===== src/rtl/sar_seq_pkg.sv =====
package sar_seq_pkg;

  typedef enum logic [1:0] {
    MODE_NORMAL = 2'd0,
    MODE_FAST   = 2'd1,
    MODE_LOWPWR = 2'd2
  } convMode_t;

  typedef struct packed {
    logic start;    // conversion launched this cycle
    logic resolve;  // current trial bit is decided this cycle
    logic finish;   // last trial bit is decided this cycle
    logic stale;    // running conversion began after an expired idle gap in fast mode
  } seqStrobe_t;

  function automatic convMode_t decodeMode(input logic warp, input logic impulse);
    if (warp)         return MODE_FAST;
    else if (impulse) return MODE_LOWPWR;
    else              return MODE_NORMAL;
  endfunction

endpackage


===== src/rtl/sar_seq_ctrl.sv =====
module sar_seq_ctrl
  import sar_seq_pkg::*;
#(
  parameter int WIDTH       = 16,
  parameter int STEP_FAST   = 11,
  parameter int STEP_NORMAL = 12,
  parameter int STEP_LOWPWR = 13,
  parameter int IDLE_CYCLES = 100000
) (
  input  logic             clk,
  input  logic             rst,
  input  logic             convStartN,
  input  logic             warpSel,
  input  logic             impulseSel,
  output seqStrobe_t       strobe,
  output logic [WIDTH-1:0] curMask,
  output logic             busy
);

  localparam int MAX_A    = (STEP_FAST > STEP_NORMAL) ? STEP_FAST : STEP_NORMAL;
  localparam int MAX_STEP = (MAX_A > STEP_LOWPWR) ? MAX_A : STEP_LOWPWR;
  localparam int STEP_W   = $clog2(MAX_STEP + 1);
  localparam int IDX_W    = (WIDTH > 1) ? $clog2(WIDTH) : 1;
  localparam int IDLE_W   = $clog2(IDLE_CYCLES + 1);

  logic              startPrev;
  logic              startFall;
  convMode_t         reqMode;
  logic [STEP_W-1:0] reqStep;
  logic [STEP_W-1:0] stepLen;
  logic [STEP_W-1:0] stepCnt;
  logic [IDX_W-1:0]  bitIdx;
  logic              stepDone;
  logic              staleReg;
  logic [IDLE_W-1:0] idleCnt;
  logic              idleExpired;

  // start-edge detection
  always_ff @(posedge clk) begin
    if (rst) startPrev <= 1'b1;
    else     startPrev <= convStartN;
  end
  assign startFall = startPrev & ~convStartN;

  // mode decode to per-trial step length
  assign reqMode = decodeMode(warpSel, impulseSel);
  always_comb begin
    unique case (reqMode)
      MODE_FAST:   reqStep = STEP_W'(STEP_FAST);
      MODE_LOWPWR: reqStep = STEP_W'(STEP_LOWPWR);
      default:     reqStep = STEP_W'(STEP_NORMAL);
    endcase
  end

  assign stepDone = (stepCnt == stepLen - STEP_W'(1));

  // trial sequencing
  always_ff @(posedge clk) begin
    if (rst) begin
      busy     <= 1'b0;
      bitIdx   <= '0;
      stepCnt  <= '0;
      stepLen  <= '0;
      staleReg <= 1'b0;
    end else if (!busy) begin
      if (startFall) begin
        busy     <= 1'b1;
        bitIdx   <= IDX_W'(WIDTH - 1);
        stepCnt  <= '0;
        stepLen  <= reqStep;
        staleReg <= idleExpired && (reqMode == MODE_FAST);
      end
    end else if (stepDone) begin
      stepCnt <= '0;
      if (bitIdx == '0) busy   <= 1'b0;
      else              bitIdx <= bitIdx - IDX_W'(1);
    end else begin
      stepCnt <= stepCnt + STEP_W'(1);
    end
  end

  // idle gap timer: counts cycles since the last conversion ended
  always_ff @(posedge clk) begin
    if (rst) begin
      idleCnt     <= '0;
      idleExpired <= 1'b1;
    end else if (strobe.finish) begin
      idleCnt     <= '0;
      idleExpired <= 1'b0;
    end else if (!busy && !idleExpired) begin
      if (idleCnt == IDLE_W'(IDLE_CYCLES - 1)) idleExpired <= 1'b1;
      else                                     idleCnt     <= idleCnt + IDLE_W'(1);
    end
  end

  always_comb begin
    strobe.start   = !busy && startFall;
    strobe.resolve = busy && stepDone;
    strobe.finish  = busy && stepDone && (bitIdx == '0);
    strobe.stale   = staleReg;
  end

  assign curMask = busy ? (WIDTH'(1) << bitIdx) : '0;

endmodule


===== src/rtl/sar_seq_datapath.sv =====
module sar_seq_datapath
  import sar_seq_pkg::*;
#(
  parameter int WIDTH = 16
) (
  input  logic             clk,
  input  logic             rst,
  input  seqStrobe_t       strobe,
  input  logic [WIDTH-1:0] curMask,
  input  logic             compHigh,
  output logic [WIDTH-1:0] dacSwitch,
  output logic [WIDTH-1:0] code,
  output logic             resultValid
);

  localparam logic [WIDTH-1:0] MSB_MASK = {1'b1, {(WIDTH-1){1'b0}}};

  logic [WIDTH-1:0] trialReg;
  logic [WIDTH-1:0] decided;
  logic [WIDTH-1:0] nextMask;

  assign decided  = (trialReg & ~curMask) | (compHigh ? curMask : '0);
  assign nextMask = strobe.finish ? '0 : (curMask >> 1);

  always_ff @(posedge clk) begin
    if (rst) begin
      trialReg    <= '0;
      code        <= '0;
      resultValid <= 1'b0;
    end else if (strobe.start) begin
      trialReg <= MSB_MASK;
    end else if (strobe.resolve) begin
      trialReg <= decided | nextMask;
      if (strobe.finish) begin
        code        <= decided;
        resultValid <= ~strobe.stale;
      end
    end
  end

  assign dacSwitch = trialReg;

endmodule


===== src/rtl/sar_sequencer.sv =====
module sar_sequencer
  import sar_seq_pkg::*;
#(
  parameter int WIDTH       = 16,
  parameter int CLK_HZ      = 100_000_000,
  parameter int STEP_FAST   = 11,
  parameter int STEP_NORMAL = 12,
  parameter int STEP_LOWPWR = 13
) (
  input  logic             clk,
  input  logic             rst,
  input  logic             convStartN,
  input  logic             warpSel,
  input  logic             impulseSel,
  input  logic             compHigh,
  output logic [WIDTH-1:0] dacSwitch,
  output logic             busy,
  output logic [WIDTH-1:0] code,
  output logic             resultValid
);

  localparam int IDLE_CYCLES = CLK_HZ / 1000;

  seqStrobe_t       strobe;
  logic [WIDTH-1:0] curMask;

  sar_seq_ctrl #(
    .WIDTH(WIDTH), .STEP_FAST(STEP_FAST), .STEP_NORMAL(STEP_NORMAL),
    .STEP_LOWPWR(STEP_LOWPWR), .IDLE_CYCLES(IDLE_CYCLES)
  ) u_ctrl (
    .clk(clk), .rst(rst), .convStartN(convStartN), .warpSel(warpSel),
    .impulseSel(impulseSel), .strobe(strobe), .curMask(curMask), .busy(busy)
  );

  sar_seq_datapath #(.WIDTH(WIDTH)) u_data (
    .clk(clk), .rst(rst), .strobe(strobe), .curMask(curMask), .compHigh(compHigh),
    .dacSwitch(dacSwitch), .code(code), .resultValid(resultValid)
  );

endmodule


===== config.mk =====
export PLATFORM = sky130hd
export DESIGN_NAME = sar_sequencer
export DESIGN_NICKNAME = d
export VERILOG_FILES = /design/src/rtl/sar_seq_pkg.sv /design/src/rtl/sar_seq_ctrl.sv /design/src/rtl/sar_seq_datapath.sv /design/src/rtl/sar_sequencer.sv
export SDC_FILE = /design/constraint.sdc
export NUM_CORES = 1
export LEC_CHECK = 0
export BUFFER_PORTS_ARGS = -buffer_cell sky130_fd_sc_hd__buf_2
export CAP_MARGIN = 20
export CORE_MARGIN = 2
export CORE_UTILIZATION = 60
export CTS_BUF_LIST = sky130_fd_sc_hd__clkbuf_4 sky130_fd_sc_hd__clkbuf_8
export CTS_CLUSTER_SIZE = 14
export DETAILED_ROUTE_END_ITERATION = 6
export GPL_ROUTABILITY_DRIVEN = 1
export PLACE_DENSITY = 0.86
export SYNTH_ARGS = -nofsm -noshare
export SYNTH_HDL_FRONTEND = slang
export SYNTH_SLANG_ARGS = --single-unit
export TNS_END_PERCENT = 1

===== constraint.sdc =====
create_clock -name clk -period 2.15 [get_ports clk]
set_input_delay 0.1075 -clock clk [delete_from_list [all_inputs] [get_ports clk]]
set_output_delay 0.1075 -clock clk [all_outputs]
set_load 0.05 [all_outputs]

==> qor.csv, run 1 <==
metric,value,unit
syn-cell-area,3143,sq um
die_y,76.38,microns
num_vias,2716,
via_per_inst,5.682,
run_status,completed,
cts.sinks,66,
drc,0,
synth_seq_cells,66,
gp_congestion,0.8214,
ys_warn_count,0,
ioPinCount,40,
tightest_slew,0.5646,ns
pwr-share-seq,47.3,%
hold_viol_final,0,
worst_ep_required_time,2.36,ns
pwr-share-clk,43.4,%
grt_pass1_vias,2618,
grt_antenna_before_repair,0,
finalSetupViolations,0,
avgSynthCellArea,8.658,sq um
overflow,0,
synthCells,363,
dieArea,5833,sq um
switching_power,653.9,uW
r2r_start,u_ctrl.stepLen[0],
num_antenna_cells,0,
track_usage,24.99,%
first_pass_iters,4,
final_cells,478,
rows,26,
syn_nets,377,
ys_seq_area_share,42.04,%
design_area,3651,sq um
cts_buffers,9,
crit_type,reg2reg,
fill_cells,407,
finClkSkew,0.01102,ns
pwr-share-comb,9.3,%
r2r_slack,0.13,ns
cts_root_buffer,clkbuf_8,
critPathLaunch,u_ctrl.stepLen[0],
nets,417,
cts_tree,done,
min_period,2.015,ns
slew-limit-headroom,62.36,%
clk_path_buf_depth,2,
start_kind,register,
clock_latency,0.35,ns
synth-edff-count,0,
intPower,2031,uW
placed_cells,460,
ir_drop,0.4769,mV
ys_async_sr_fraction,0,%
area_growth,16.16,%
port_buffers,39,
path_clk_slew,0.07,ns
grt_first_pass_wirelength,11910,microns
max_freq,496.3,MHz
dieWidth,76.38,microns
grt_start_max_net_pins,33,
p_total,2685,uW
initial_core_util,61.93,%
drive_above_1_share,21.32,%
p_leak,0.001484,uW
coreArea,5075,sq um
drv_slew,0,
worstPathMaxFanout,16,
placed_area,3407,sq um
htreeDepth,3,
rsz0062_at_grt,false,
synth_ff_type,dfxtp_1,
synth_cell_type_count,45,
worstHoldStart,impulseSel,
cap_violations,0,
power_density,735.5,nW/um^2
post-route-period-util,93.72,%
cp.arrival,2.23,ns
ant_nets,0,
p_sw_share,24.35,%
cp-end-kind,register,
avgRoutedWirePerCell,14.50,microns
timing.setup.tns,0,ns
drt-total-wl,6932,microns
drt_iter0_markers,200,
hp-class,in2reg,
hpwl,4551,microns
## sequential cells by signal (all words and copies together) (netlist names), 4 cells and up
register,count
u_ctrl.bitIdx,4
u_ctrl.idleCnt,17
u_ctrl.stepCnt,4
u_ctrl.stepLen,4
u_data.code,16
u_data.dacSwitch,16
## layout by cell type, fill, tap and decap left out, types with 2 or more instances in the layout
master         instances
a211oi_1              19
a21oi_1               27
a311oi_1               5
and3_1                 5
and3b_1                2
and4_1                 3
buf_2                 39
buf_4                  9
bufinv_16              2
clkbuf_8              10
clkinv_2               2
dfxtp_1               65
dlygate4sd3_1          2
ha_1                   8
inv_1                  8
mux2_2                10
mux2i_1                9
nand2_1               48
nand3_1               14
nand4_1                8
nor2_1                51
nor2_2                 2
nor3_1                 5
nor4_1                 3
nor4bb_1               2
o21ai_0                3
or3_1                  3
xnor2_1                3
xor2_1                18
## power groups by stage
stage | registers (uW) | clock network, uW | logic, uW
floorplan | 1310 | 0 | 163
global placement | 1300 | 0 | 239
detailed placement | 1300 | 0 | 244
CTS | 1270 | 1180 | 249
global route | 1270 | 1230 | 273
finish | 1270 | 1170 | 250
## per-layer routing
layer	vias to the layer above	wire (microns)	GRT usage (%)
met5	-	0	0
met4	0	80	8.182
met3	10	396	6.161
met2	82	3427	42.39
met1	1278	3027	31.24
li1	1346	-	-
## repair_timing
action                     in CTS  in global routing
hold endpoints to repair        2                  0
setup endpoints to repair       0                 21
hold buffers                    2                  0
setup buffers                   0                  0
gates resized for setup         0                  1
## cell usage after synthesis, drive strengths merged (2+ instances only)
master	n	share of area (%)
a211oi	19	4.5
nand2	50	6.6
clkbuf	15	1.8
mux2	10	3.6
and3	5	1.0
ha	8	3.2
xnor2	3	0.84
dfxtp	66	42
nor2	53	6.5
inv	8	0.96
nor4	3	0.60
and3b	2	0.56
a311oi	5	1.4
nor4bb	2	0.64
buf	7	2.0
nand3	14	2.2
o21ai	4	0.76
or3	3	0.60
xor2	18	5.0
nor3	7	1.4
and4	3	0.84
mux2i	9	2.9
nand4	8	1.6
a21oi	27	4.3
## critical path, cell delays in order, from the launching register on
cell and delay [ns]:
dfxtp_2 0.35, inv_1 0.05, ha_1 0.29, xor2_1 0.18
nand2_1 0.07, or4b_1 0.50, buf_4 0.23, a21oi_1 0.16
nor2_1 0.05
## cell families after synthesis
family / share of synthesized area (%)
flops: 42.04
mux: 6.449
buf+inv: 4.737
simple gates: 24.40
fa+ha+maj: 3.185
xor+xnor: 6.569
compound gates: 12.62
## layout make-up
class | count | area (sq um) | area share (%)
clock buffers | 11 | 145.1 | 3.975
clock inverters | 5 | 77.57 | 2.125
inverters | 8 | 30.03 | 0.8225
multi-input cells | 267 | 1685 | 46.16
flip-flops and latches | 66 | 1323 | 36.22
well taps | 70 | 87.58 | 2.399
repair buffers | 51 | 302.8 | 8.293
## metrics by stage
step           hold WS, ns  setup slack, ns  utilization (%)
2_1_floorplan       0.2031        0.0008313                -
3_3_place_gp        0.3194           0.1760            67.14
3_5_place_dp        0.3311          0.09735            67.14
4_1_cts            0.06676          0.08972            71.92
5_1_grt            0.09744          0.03136            71.94
6_report           0.06777           0.1349            71.94
## path summary, 6_finish.rpt
check	to	cells after the start
setup / recovery	u_data.resultValid	8
hold / removal	u_ctrl.stepLen[0]	3
setup reg to reg	u_data.resultValid	8
hold reg to reg	u_data.code[10]	2
Note: power is estimated with default switching activity, not from simulation.
==> run 2: changes to the inputs <==
BUFFER_PORTS_ARGS = -buffer_cell sky130_fd_sc_hd__buf_4   (was -buffer_cell sky130_fd_sc_hd__buf_2)
CORE_UTILIZATION = 54   (was 60)
PLACE_DENSITY = 0.82   (was 0.86)
clock period = 1.7 ns   (was 2.15 ns; I/O delays follow)
==> qor.csv, run 2 (synthesis results as in run 1) <==
metric,value,unit,change
run_status,finished with violations,,
failed_checks,setup timing,,
track_usage,24.68,%,-0.31 points
finClkSkew,0.009583,ns,-0.001437 ns
whs,0.04078,ns,-0.02699 ns
clk_path_buf_depth,2,,unchanged
min_period,1.961,ns,-0.05446 ns
worstHoldStart,impulseSel,,
via_per_inst,5.681,,about the same
max_freq,510.0,MHz,+2.8%
switching_power,884.7,uW,+35%
dp_slack,-0.2479,ns,-0.3452 ns
finalSetupViolations,56,,+56
holdPathEnd,u_ctrl.stepLen[0],,
coreArea,5574,sq um,+9.8%
drt_iter0_markers,134,,-33%
dieWidth,80.29,microns,+5.1%
grt-busiest-layer,met2,,
final_common_cell,buf_4,,
clock_latency,0.35,ns,about the same
hold_viol_final,0,,unchanged
cp-end-kind,register,,
num_antenna_cells,0,,unchanged
p_total,3349,uW,+25%
gp_congestion,0.8103,,-1.4%
regToRegEndpoint,u_data.dacSwitch[0],,
die_y,80.29,microns,+5.1%
pwr-share-clk,39.8,%,-3.6 points
worst_ep_required_time,1.93,ns,-0.43 ns
cts_root_buffer,clkbuf_8,,
final_cell_mix,"64 x buf_4, 63 x dfxtp_1, 50 x nor2_1, 45 x nand2_1, 23 x a21oi_1",,
r2r_slack,-0.26,ns,-0.40 ns
use_met2,43.33,%,+0.94 points
crit_type,reg2reg,,
htreeDepth,3,,unchanged
critPathLaunch,u_ctrl.stepLen[0],,
intPower,2464,uW,+21%
grt_pass1_vias,2771,,+5.8%
p_leak,0.001605,uW,+8.2%
worstPathMaxFanout,8,,-8
pwr-share-seq,47.7,%,+0.4 points
ioPinCount,40,,unchanged
port_buffers,39,,unchanged
drv_slew,0,,unchanged
grt_first_pass_wirelength,12430,microns,+4.3%
largest_reg_flops,17,,unchanged
nets,438,,+5.0%
grtUsageMet3,6.292,%,+0.13 points
largest-register,u_ctrl.idleCnt,,
rsz0062_at_grt,true,,
cts_buffers,9,,unchanged
rows,27,,+3.8%
dieArea,6446,sq um,+11%
cp.arrival,2.19,ns,-0.04 ns
drc,0,,unchanged
grt_use_met1,28.45,%,-2.8 points
grt_start_max_net_pins,33,,unchanged
avgRoutedWirePerCell,15.47,microns,+6.7%
grt_antenna_before_repair,0,,unchanged
worst_slack,-0.2606,ns,-0.3955 ns
hpwl,4863,microns,+6.9%
start_kind,register,,
num_vias,2846,,+4.8%
cts_tree,done,,
path_clk_slew,0.07,ns,about the same
post-route-period-util,115.3,%,+22 points
fill_cells,426,,+4.7%
ir_drop,0.5546,mV,+16%
power_density,826.3,nW/um^2,+12%
cts.sinks,66,,unchanged
ant_nets,0,,unchanged
r2r_start,u_ctrl.stepLen[0],,
hp-class,in2reg,,
p_sw_share,26.42,%,+2.1 points
drt-total-wl,7750,microns,+12%
tightest_slew,0.4876,ns,-0.07696 ns
overflow,0,,unchanged
cap_violations,0,,unchanged
first_pass_iters,4,,unchanged
slew-limit-headroom,67.49,%,+5.1 points
whs_path_depth,3,,unchanged
drive_above_1_share,30.07,%,+8.7 points
area_growth,28.94,%,
initial_core_util,56.39,%,-5.5 points
rr_worst_depth,8,,unchanged
pwr-share-comb,12.5,%,+3.2 points
==> run 2: how the worst max path moves through the flow <==
| stage | endpoint | slack, ns | depth (start not counted) |
|---|---|---|---|
| after floorplan | u_data.code[4] | -0.21 | 9 |
| after global placement | u_data.dacSwitch[0] | -0.22 | 8 |
| after detailed placement | u_ctrl.idleCnt[7] | -0.25 | 8 |
| after CTS | u_data.dacSwitch[0] | -0.21 | 8 |
| after global routing | u_ctrl.bitIdx[1] | -0.32 | 10 |
| final | u_data.dacSwitch[0] | -0.26 | 8 |
==> run 2: repair_timing <==
action / CTS / global route
gates cloned: 1 / 1
gates resized for setup: 12 / 15
pin swaps: 19 / 6
hold buffers: 2 / 0
hold endpoints to repair: 3 / 0
buffers inserted: 2 / 1
setup endpoints to repair: 58 / 59
==> run 2: cell type report <==
cell class	instances	area, sq um	area share [%]
Clock buffer	10	137.6	3.396
Clock inverter	6	65.06	1.605
Inverter	8	30.03	0.7410
Multi-Input combinational cell	267	1778	43.87
Sequential cell	66	1328	32.76
Tap cell	72	90.09	2.223
Timing Repair Buffer	72	624.3	15.41
==> run 2: per-layer routing <==
metal | vias up | wire length (microns)
li1 | 1389 | -
met1 | 1337 | 3204
met2 | 100 | 3928
met3 | 20 | 445
met4 | 0 | 172
met5 | - | 0
==> run 2: worst max-delay path, cell delays in order, from the launching register on <==
cell     delay, ns
dfxtp_2       0.34
inv_2         0.05
ha_4          0.26
xor2_2        0.15
nand2_1       0.09
or4b_4        0.57
buf_12        0.18
a32oi_1       0.15
nor2_1        0.05
==> run 2: power groups by stage <==
stage                     Sequential (uW)  Combinational [uW]  Clock, uW
after floorplan                      1660                 207          0
after global placement               1630                 351          0
after detailed placement             1630                 361          0
after CTS                            1600                 391       1360
after global routing                 1600                 454       1420
final                                1600                 419       1330
==> run 2: metrics by stage <==
step | utilization, % | cells | area [sq um] | TNS (ns)
finish | 72.70 | 501 | 4053 | -9.871
global route | 72.70 | 501 | 4053 | -13.80
CTS | 71.00 | 499 | 3958 | -7.493
detailed placement | 65.39 | 478 | 3645 | -10.68
global placement | 65.39 | 478 | 3645 | -8.627
floorplan | - | 363 | 3154 | -6.587
==> run 3: changes to the inputs <==
CORE_UTILIZATION = 64   (was 54)
PLACE_DENSITY = 0.91   (was 0.82)
clock period = 2.3 ns   (was 1.7 ns; I/O delays follow)
==> qor.csv, run 3 (synthesis results as in run 1) <==
metric,value,unit,change
via_per_inst,5.785,,+1.8%
drt_iter0_markers,162,,+21%
hold_viol_final,0,,unchanged
overflow,0,,unchanged
drv_slew,0,,unchanged
power_density,618.0,nW/um^2,-25%
crit_type,reg2reg,,
ir_drop,0.4771,mV,-14%
dieArea,5488,sq um,-15%
dp_slack,0.2630,ns,+0.5109 ns
port_buffers,39,,unchanged
drive_above_1_share,20.88,%,-9.2 points
worstHoldStart,impulseSel,,
run_status,completed,,
final_common_cell,dfxtp_1,,
dieWidth,74.08,microns,-7.7%
whs,0.09104,ns,+0.05026 ns
num_vias,2742,,-3.7%
cts_resized,0,,-12
cts_tree,done,,
area_growth,17.20,%,
cp-end-kind,register,,
track_usage,27.89,%,+3.2 points
gp_congestion,0.8474,,+4.6%
min_period,2.080,ns,+0.1195 ns
timing.setup.tns,0,ns,+9.871 ns
post-route-period-util,90.44,%,-25 points
ioPinCount,40,,unchanged
post_cts_buffers,0,,-2
first_pass_iters,5,,+1
final_cell_mix,"66 x dfxtp_1, 51 x nor2_1, 48 x nand2_1, 48 x buf_4, 27 x a21oi_1",,
grt_start_max_net_pins,34,,+3.0%
coreArea,4723,sq um,-15%
cp.arrival,2.31,ns,+0.12 ns
hpwl,4674,microns,-3.9%
worstPathMaxFanout,18,,+10
hp-class,in2reg,,
worst_ep_required_time,2.53,ns,+0.60 ns
grt_pass1_vias,2497,,-9.9%
max_freq,480.7,MHz,-5.7%
drt-total-wl,6932,microns,-11%
rows,25,,-7.4%
largest-register,u_ctrl.idleCnt,,
cap_violations,0,,unchanged
drc,0,,unchanged
worst_slack,0.2199,ns,+0.4805 ns
finalSetupViolations,0,,-100%
path_clk_slew,0.07,ns,about the same
design_area,3684,sq um,-9.1%
finClkSkew,0.01058,ns,+0.0009998 ns
avgRoutedWirePerCell,14.62,microns,-5.5%
htreeDepth,3,,unchanged
cts.sinks,66,,unchanged
largest_reg_flops,17,,unchanged
initial_core_util,66.54,%,+10 points
critPathLaunch,u_ctrl.stepLen[0],,
cts_buffers,9,,unchanged
r2r_start,u_ctrl.stepLen[0],,
grt_first_pass_wirelength,11610,microns,-6.6%
clk_path_buf_depth,2,,unchanged
tightest_slew,0.5328,ns,+0.04511 ns
p_leak,0.001459,uW,-9.1%
num_antenna_cells,0,,unchanged
die_y,74.08,microns,-7.7%
clock_latency,0.35,ns,about the same
placed_area,3495,sq um,-4.1%
start_kind,register,,
hold_buffers,2,,unchanged
cts_root_buffer,clkbuf_8,,
rsz0062_at_grt,false,,
nets,417,,-4.8%
ant_nets,0,,unchanged
grt_antenna_before_repair,0,,unchanged
fill_cells,340,,-20%
slew-limit-headroom,64.23,%,-3.3 points
## run 3: path summary, 6_finish.rpt
check,endpoint,slack (ns),cells after the start
setup / recovery,u_ctrl.idleCnt[7],0.22,8
hold / removal,u_ctrl.stepLen[0],0.09,3
setup reg to reg,u_ctrl.idleCnt[7],0.22,8
hold reg to reg,u_data.code[9],0.46,2
## run 3: critical path: stages (launching register included)
cell	delay, ns
dfxtp_1	0.38
inv_1	0.06
ha_1	0.30
xor2_1	0.18
nand2_1	0.07
or4b_1	0.50
buf_4	0.23
nand2_8	0.16
nor2_1	0.08
## run 3: stage by stage
step / utilization, % / std cells / total power (uW)
after floorplan: - / 363 / 1375
after CTS: 77.99 / 474 / 2278
after global routing: 77.99 / 474 / 2360
after global placement: 73.99 / 457 / 1433
after detailed placement: 73.99 / 457 / 1439
final: 77.99 / 474 / 2276
## run 3: where the power goes
| part | leakage (uW) | switching (uW) | internal [uW] |
|---|---|---|---|
| Combinational | 0.000837 | 146 | 87.6 |
| Clock | 0.0000879 | 446 | 410 |
| Sequential | 0.000534 | 24.2 | 1160 |
| Total | 0.00146 | 615 | 1660 |
## run 3: cell type report
class	instances	area, sq um	area share, %
clock inverter	5	31.28	0.8492
clock buffer	10	137.6	3.736
multi-input combinational	267	1679	45.58
inverter	8	30.03	0.8152
tap	67	83.83	2.276
sequential	66	1321	35.87
timing repair buffer	51	400.4	10.87
## run 3: per-layer routing
metal / vias up / wire length (microns) / GRT usage, %
met4: 0 / 194 / 13.74
met2: 80 / 3432 / 46.23
met5: - / 0 / 0
met1: 1296 / 2968 / 33.87
li1: 1347 / - / -
met3: 19 / 336 / 6.911
